`src/rtl/dfr_pkg.sv`:
```
package dfr_pkg;
  typedef enum logic {DIR_RD = 1'b0, DIR_WR = 1'b1} dir_e;
endpackage

```
`src/rtl/dfr_fifo_store.sv`:
```
module dfr_fifo_store #(
  parameter int DEPTH = 16,
  parameter int DW    = 8,
  localparam int PW   = $clog2(DEPTH),
  localparam int LW   = $clog2(DEPTH + 1)
) (
  input  logic          clk_i,
  input  logic          rst_ni,
  input  logic          flush_i,
  input  logic          push_i,
  input  logic          pop_i,
  input  logic [DW-1:0] wdata_i,
  output logic [DW-1:0] rdata_o,
  output logic [LW-1:0] level_o
);
  logic [DW-1:0] mem_q [DEPTH];
  logic [PW-1:0] wp_q, rp_q;
  logic [LW-1:0] lvl_q;

  always_ff @(posedge clk_i) begin
    if (push_i) mem_q[wp_q] <= wdata_i;
  end

  always_ff @(posedge clk_i or negedge rst_ni) begin
    if (!rst_ni) begin
      wp_q  <= '0;
      rp_q  <= '0;
      lvl_q <= '0;
    end else if (flush_i) begin
      wp_q  <= '0;
      rp_q  <= '0;
      lvl_q <= '0;
    end else begin
      if (push_i) wp_q <= (wp_q == PW'(DEPTH - 1)) ? '0 : wp_q + 1'b1;
      if (pop_i)  rp_q <= (rp_q == PW'(DEPTH - 1)) ? '0 : rp_q + 1'b1;
      case ({push_i, pop_i})
        2'b10:   lvl_q <= lvl_q + 1'b1;
        2'b01:   lvl_q <= lvl_q - 1'b1;
        default: lvl_q <= lvl_q;
      endcase
    end
  end

  assign rdata_o = mem_q[rp_q];
  assign level_o = lvl_q;

  assert_no_overflow_R2: assert property (@(posedge clk_i) disable iff (!rst_ni)
    push_i && !pop_i |-> level_o < LW'(DEPTH));
  assert_no_underflow_R11: assert property (@(posedge clk_i) disable iff (!rst_ni)
    pop_i |-> level_o != '0);
endmodule

```
`src/rtl/dfr_req_gen.sv`:
```
module dfr_req_gen #(
  parameter int LW = 5
) (
  input  logic          clk_i,
  input  logic          rst_ni,
  input  logic          start_i,
  input  logic          start_wr_i,
  input  logic          tc_i,
  input  logic          active_i,
  input  logic          wr_i,
  input  logic [LW-1:0] level_i,
  input  logic [LW-1:0] cap_i,
  input  logic [LW-1:0] thr_i,
  input  logic          push_last_i,
  output logic          req_o
);
  logic          req_q, last_q;
  logic [LW-1:0] rd_mark;
  logic          rd_next, wr_next;

  // read-side trigger level, never below one byte
  assign rd_mark = (cap_i > thr_i) ? cap_i - thr_i : LW'(1);
  assign rd_next = (level_i != '0) && (req_q || level_i >= rd_mark || last_q);
  assign wr_next = (level_i < cap_i) && (req_q || level_i <= thr_i);

  always_ff @(posedge clk_i or negedge rst_ni) begin
    if (!rst_ni) begin
      last_q <= 1'b0;
    end else if (tc_i || start_i) begin
      last_q <= 1'b0;
    end else if (push_last_i) begin
      last_q <= 1'b1;
    end else if (level_i == '0) begin
      last_q <= 1'b0;
    end
  end

  always_ff @(posedge clk_i or negedge rst_ni) begin
    if (!rst_ni)       req_q <= 1'b0;
    else if (tc_i)     req_q <= 1'b0;
    else if (start_i)  req_q <= start_wr_i;
    else if (active_i) req_q <= wr_i ? wr_next : rd_next;
    else               req_q <= 1'b0;
  end

  assign req_o = req_q;

  assert_tc_drop_R9: assert property (@(posedge clk_i) disable iff (!rst_ni)
    tc_i |=> !req_o);
  assert_wr_start_R7: assert property (@(posedge clk_i) disable iff (!rst_ni)
    start_i && start_wr_i && !tc_i |=> req_o);
  assert_rd_empty_release_R6: assert property (@(posedge clk_i) disable iff (!rst_ni)
    active_i && !wr_i && level_i == '0 && !start_i && !tc_i |=> !req_o);
  assert_wr_full_release_R8: assert property (@(posedge clk_i) disable iff (!rst_ni)
    active_i && wr_i && level_i == cap_i && !start_i && !tc_i |=> !req_o);
  assert_req_in_xfer_R7: assert property (@(posedge clk_i) disable iff (!rst_ni)
    req_o |-> active_i);
endmodule

```
`src/rtl/dma_thresh_fifo.sv`:
```
module dma_thresh_fifo
  import dfr_pkg::*;
#(
  parameter int DEPTH = 16,
  parameter int DW    = 8,
  localparam int TW   = $clog2(DEPTH),
  localparam int LW   = $clog2(DEPTH + 1)
) (
  input  logic          clk_i,
  input  logic          rst_ni,
  input  logic          fifo_en_i,
  input  logic [TW-1:0] thresh_i,
  input  logic          dir_wr_i,
  input  logic          start_i,
  input  logic          tc_i,
  input  logic          med_push_i,
  input  logic          med_last_i,
  input  logic [DW-1:0] med_wdata_i,
  input  logic          med_pop_i,
  output logic [DW-1:0] med_rdata_o,
  input  logic          dma_stb_i,
  input  logic [DW-1:0] dma_wdata_i,
  output logic [DW-1:0] dma_rdata_o,
  output logic          dma_req_o,
  output logic          dma_err_o,
  output logic [LW-1:0] level_o
);
  logic          active_q, err_q, en_q;
  logic [TW-1:0] thr_q;
  dir_e          dir_q;
  logic          start_eff, xfer_ok, full, empty;
  logic          push_src, pop_src, push_ok, pop_ok, bad_dma;
  logic [LW-1:0] cap, thr_eff, level;
  logic [DW-1:0] wdata, rdata;

  assign start_eff = start_i && !active_q && !tc_i;
  assign xfer_ok   = active_q && !tc_i;

  // configuration follows the inputs only while idle
  always_ff @(posedge clk_i or negedge rst_ni) begin
    if (!rst_ni) begin
      en_q  <= 1'b0;
      thr_q <= '0;
      dir_q <= DIR_RD;
    end else if (!active_q) begin
      en_q  <= fifo_en_i;
      thr_q <= thresh_i;
      dir_q <= dir_e'(dir_wr_i);
    end
  end

  always_ff @(posedge clk_i or negedge rst_ni) begin
    if (!rst_ni)        active_q <= 1'b0;
    else if (tc_i)      active_q <= 1'b0;
    else if (start_eff) active_q <= 1'b1;
  end

  assign cap     = en_q ? LW'(DEPTH) : LW'(1);
  assign thr_eff = en_q ? LW'(thr_q) + LW'(1) : LW'(1);
  assign full    = level >= cap;
  assign empty   = level == '0;

  assign push_src = (dir_q == DIR_WR) ? dma_stb_i : med_push_i;
  assign pop_src  = (dir_q == DIR_WR) ? med_pop_i : dma_stb_i;
  assign wdata    = (dir_q == DIR_WR) ? dma_wdata_i : med_wdata_i;
  assign push_ok  = xfer_ok && push_src && !full;
  assign pop_ok   = xfer_ok && pop_src && !empty;
  assign bad_dma  = xfer_ok && dma_stb_i && ((dir_q == DIR_WR) ? full : empty);

  always_ff @(posedge clk_i or negedge rst_ni) begin
    if (!rst_ni)        err_q <= 1'b0;
    else if (start_eff) err_q <= 1'b0;
    else if (bad_dma)   err_q <= 1'b1;
  end

  dfr_fifo_store #(.DEPTH(DEPTH), .DW(DW)) u_store (
    .clk_i   (clk_i),
    .rst_ni  (rst_ni),
    .flush_i (start_eff || tc_i),
    .push_i  (push_ok),
    .pop_i   (pop_ok),
    .wdata_i (wdata),
    .rdata_o (rdata),
    .level_o (level)
  );

  dfr_req_gen #(.LW(LW)) u_req (
    .clk_i       (clk_i),
    .rst_ni      (rst_ni),
    .start_i     (start_eff),
    .start_wr_i  (dir_wr_i),
    .tc_i        (tc_i),
    .active_i    (active_q),
    .wr_i        (dir_q == DIR_WR),
    .level_i     (level),
    .cap_i       (cap),
    .thr_i       (thr_eff),
    .push_last_i (push_ok && dir_q == DIR_RD && med_last_i),
    .req_o       (dma_req_o)
  );

  assign med_rdata_o = rdata;
  assign dma_rdata_o = rdata;
  assign dma_err_o   = err_q;
  assign level_o     = level;

  assert_err_sticky_R10: assert property (@(posedge clk_i) disable iff (!rst_ni)
    dma_err_o && !start_eff |=> dma_err_o);
  assert_cfg_hold_R12: assert property (@(posedge clk_i) disable iff (!rst_ni)
    active_q |=> $stable(thr_q) && $stable(en_q) && $stable(dir_q));
  assert_cap_limit_R3: assert property (@(posedge clk_i) disable iff (!rst_ni)
    active_q |-> level_o <= cap);
endmodule

```
`config.mk`:
```
export PLATFORM = sky130hd
export DESIGN_NAME = dma_thresh_fifo
export DESIGN_NICKNAME = d
export VERILOG_FILES = /design/src/rtl/dfr_pkg.sv /design/src/rtl/dfr_fifo_store.sv /design/src/rtl/dfr_req_gen.sv /design/src/rtl/dma_thresh_fifo.sv
export SDC_FILE = /design/constraint.sdc
export NUM_CORES = 1
export LEC_CHECK = 0
export BUFFER_PORTS_ARGS = -buffer_cell sky130_fd_sc_hd__buf_2
export CORE_AREA = 2 2 120 122
export DETAILED_ROUTE_END_ITERATION = 6
export DIE_AREA = 0 0 122 124
export PLACE_DENSITY = 0.7
export RECOVER_POWER = 50
export SYNTH_ARGS = -nofsm -noshare
export SYNTH_HDL_FRONTEND = slang
export SYNTH_SLANG_ARGS = --single-unit
```
`constraint.sdc`:
```
create_clock -name clk_i -period 5.1 [get_ports clk_i]
set_clock_uncertainty 0.1 [all_clocks]
set_input_delay 0 -clock clk_i [delete_from_list [all_inputs] [get_ports clk_i]]
set_output_delay 0 -clock clk_i [all_outputs]
set_load 0.02 [all_outputs]
```
==> impl_metrics.csv <==
group,metric,value,unit
clocking,h-tree-depth,4,
critical_path,crit_arrival,3930,ps
global_route,grt_pass1_vias,3885,
clocking,cts.sinks,151,
power_and_ir_drop,p_per_area,348,nW/um^2
power_and_ir_drop,report.power.total,0.00277,W
floorplan,coreArea,13700,um^2
power_and_ir_drop,power_leakage,2.82,nW
synthesis,synth_cell_types,48,
clocking,insertion_delay,410,ps
critical_path,cp_max_fo,13,
timing,tightestPinTransition,1340,ps
timing,setup_viol,0,
timing,timing.setup.tns,0,ps
floorplan,fp.dieW,122,um
global_route,antenna_found_initial,0,
power_and_ir_drop,ir_worst_vdd,0.222,mV
critical_path,path_class,"register to register",
clocking,cts_setup_buffers,0,
final_layout,diodes,0,
timing,slew_violations,0,
floorplan,die_y,124,um
placed_design,hpwl,8830,um
routing,vias_per_cell,5.70,
routing,drtIter0Drc,425,
critical_path,rr_worst_depth,13,
critical_path,crit_path_end_kind,"register",
synthesis,yosysMostFrequentCell,"edfxtp_1",
floorplan,start_util,50.1,%
timing,max_freq,0.271,GHz
routing,wl_per_cell,19.7,um
global_route,grt_max_degree,36,
run_status,status,"complete, no violations",
run,cap_violations,0,
synthesis,synth_edf_count,128,
routing,wl,13400,um
final_layout,area_growth,16.0,%
final_layout,layout.nets,546,
final_layout,drive_above_1_share,25.8,%
routing,vias,3897,
floorplan,die_area,15100,um^2
critical_path,cp-start-kind,"register",
timing,finalHoldViolations,0,
placed_design,portBuffers,52,
synthesis,synth_top_area_share,56.0,%
synthesis,syn_nets,485,
critical_path,cp.required,5340,ps
clocking,cts_made_buffers,17,
routing,drc_errors,0,
worst_hold_path,hold_path.class,"primary input to register",
synthesis,yosys_register_bits,151,
synthesis,synth_area_leader_cell,"edfxtp_1",
clocking,clkTransAtPathRegs,70,ps
synthesis,async_flop_share,15.2,%
routing,dr.pass1.iters,5,
clocking,ctsHoldBuffers,12,
timing,maxSlewHeadroom,10.8,%
synthesis,ys_top_cells_by_area,"edfxtp_1, mux4_2, dfrtp_1",
critical_path,cp_slowest_cell,"dfrtp_1",
global_route,track_usage,19.5,%
floorplan,top_level_ports,53,
placed_design,globalplace.congestion,0.821,
floorplan,rows,43,
critical_path,cp_cell_sequence,"inv_1 -> ha_1 -> inv_1 -> a31oi_1 -> nor4_4 -> inv_2 -> ha_1 -> fa_1 -> a21o_1 -> a21oi_1 -> xor2_1 -> or3_1 -> a21oi_1",
timing,fin_crit_sh,72.3,%
synthesis,syn_inst,430,
final_layout,nFillCells,1051,
clocking,clockBufferDepth,2,
clocking,cts_root_buf,"clkbuf_16",
synthesis,synthFlopType,"edfxtp_1",
final_layout,final_util,58.1,%
timing,min_period,3690,ps
clocking,cts_resized,0,
critical_path,cp_slowest_stage_delay,570,ps
synthesis,syn_avg_cell_area,16.0,um^2
synthesis,yosys_warnings,0,
worst_hold_path,hold_depth,5,
global_route,grt_overflow,0,
timing,grt_setup_unrepaired,"no",
clocking,cts_tree,"built",
synthesis,synthesis.area,6870,um^2
synthesis,synth_common_cells,"edfxtp_1, mux4_2, ha_1, dfrtp_1, nand2_1",
routing,ant_nets,0,
global_route,grt_first_pass_wirelength,21600,um
synthesis,ys_seq_area_share,64.3,%
[cells in the final DEF (no fill, tap or decap), drive strengths merged, types with 9 or more instances in the layout]
master,netlist,layout
a211oi,10,10
clkbuf,13,25
a21oi,18,18
mux2i,13,13
inv,15,25
nand2,21,21
ha,24,24
nor2,17,17
edfxtp,128,128
nor2b,9,9
mux2,13,13
buf,17,52
dfrtp,23,23
o21ai,9,9
mux4,32,32
dlygate4sd3,0,12
[cell families (layout without fill, tap and decap cells)]
group,count (synthesis),count (layout),synth area share [%]
flip-flops,151,151,64.3
AND/OR/NAND/NOR,83,83,6.58
AO/OA/AOI/OAI,60,60,5.79
multiplexers,58,58,14.5
buffers and inverters,45,119,3.10
adder cells (fa/ha/maj),25,25,4.66
XOR/XNOR,8,8,1.02
[through the flow]
stage / std cells / worst slack, ps / instance area, um^2 / hold slack (ps)
floorplan: 430 / 1770 / 6870 / -396
detailed placement: 640 / 1460 / 7280 / -72.0
CTS: 684 / 1430 / 7980 / 23.8
global placement: 640 / 1610 / 7280 / -85.1
global route: 684 / 1170 / 7970 / 85.3
finish: 684 / 1410 / 7970 / 60.5
[power breakdown]
part	total (W)	internal [W]	switching, W
clock network	0.00122	0.000695	0.000527
logic	0.000170	0.0000657	0.000104
registers	0.00138	0.00137	0.0000165
[path summary, 6_finish.rpt]
check	endpoint	slack, ps	start
worst max-delay path	u_store.level_o[4]$_DFFE_PN0P_	1410	en_q$_DFFE_PN0N_
worst max register to register	u_store.level_o[4]$_DFFE_PN0P_	1410	en_q$_DFFE_PN0N_
worst min register to register	dma_err_o$_DFFE_PN0P_	460	dma_err_o$_DFFE_PN0P_
worst min-delay path	u_store.rp_q[0]$_DFFE_PN0P_	60	med_pop_i
max in group asynchronous	u_store.rp_q[0]$_DFFE_PN0P_	3690	rst_ni
min in group asynchronous	thr_q[2]$_DFFE_PN0N_	310	rst_ni
[registers in the layout, summed over array words and instances, names as in the netlist, 4 cells and up]
name,cells
u_store.mem_q,128
u_store.level_o,5
thr_q,4
u_store.rp_q,4
u_store.wp_q,4
[final cells by class]
| type | count | area (um^2) | share of cell area (%) |
|---|---|---|---|
| clock buffer | 17 | 425 | 5.34 |
| multi-input combinational | 234 | 2260 | 28.3 |
| sequential | 151 | 4420 | 55.5 |
| inverter | 15 | 56.3 | 0.706 |
| tap | 180 | 225 | 2.83 |
| clock inverter | 15 | 156 | 1.96 |
| timing repair buffer | 72 | 430 | 5.40 |
[metal layers]
metal | wire [um] | track usage, % | share of wire (%)
met1 | 6110 | 27.7 | 45
met2 | 6490 | 31.2 | 48
met3 | 713 | 3.89 | 5.3
met4 | 131 | 5.24 | 0.97
met5 | 0 | 0 | 0
[worst max-delay path, delay by kind of cell, from the launching register on]
family          cells  cell delay (ps)
compound gates      4              600
xor+xnor            1               90
fa+ha+maj           3             1040
buf+inv             3              390
flops               1              570
simple gates        2              810
Note: power is estimated with default switching activity, not from simulation.
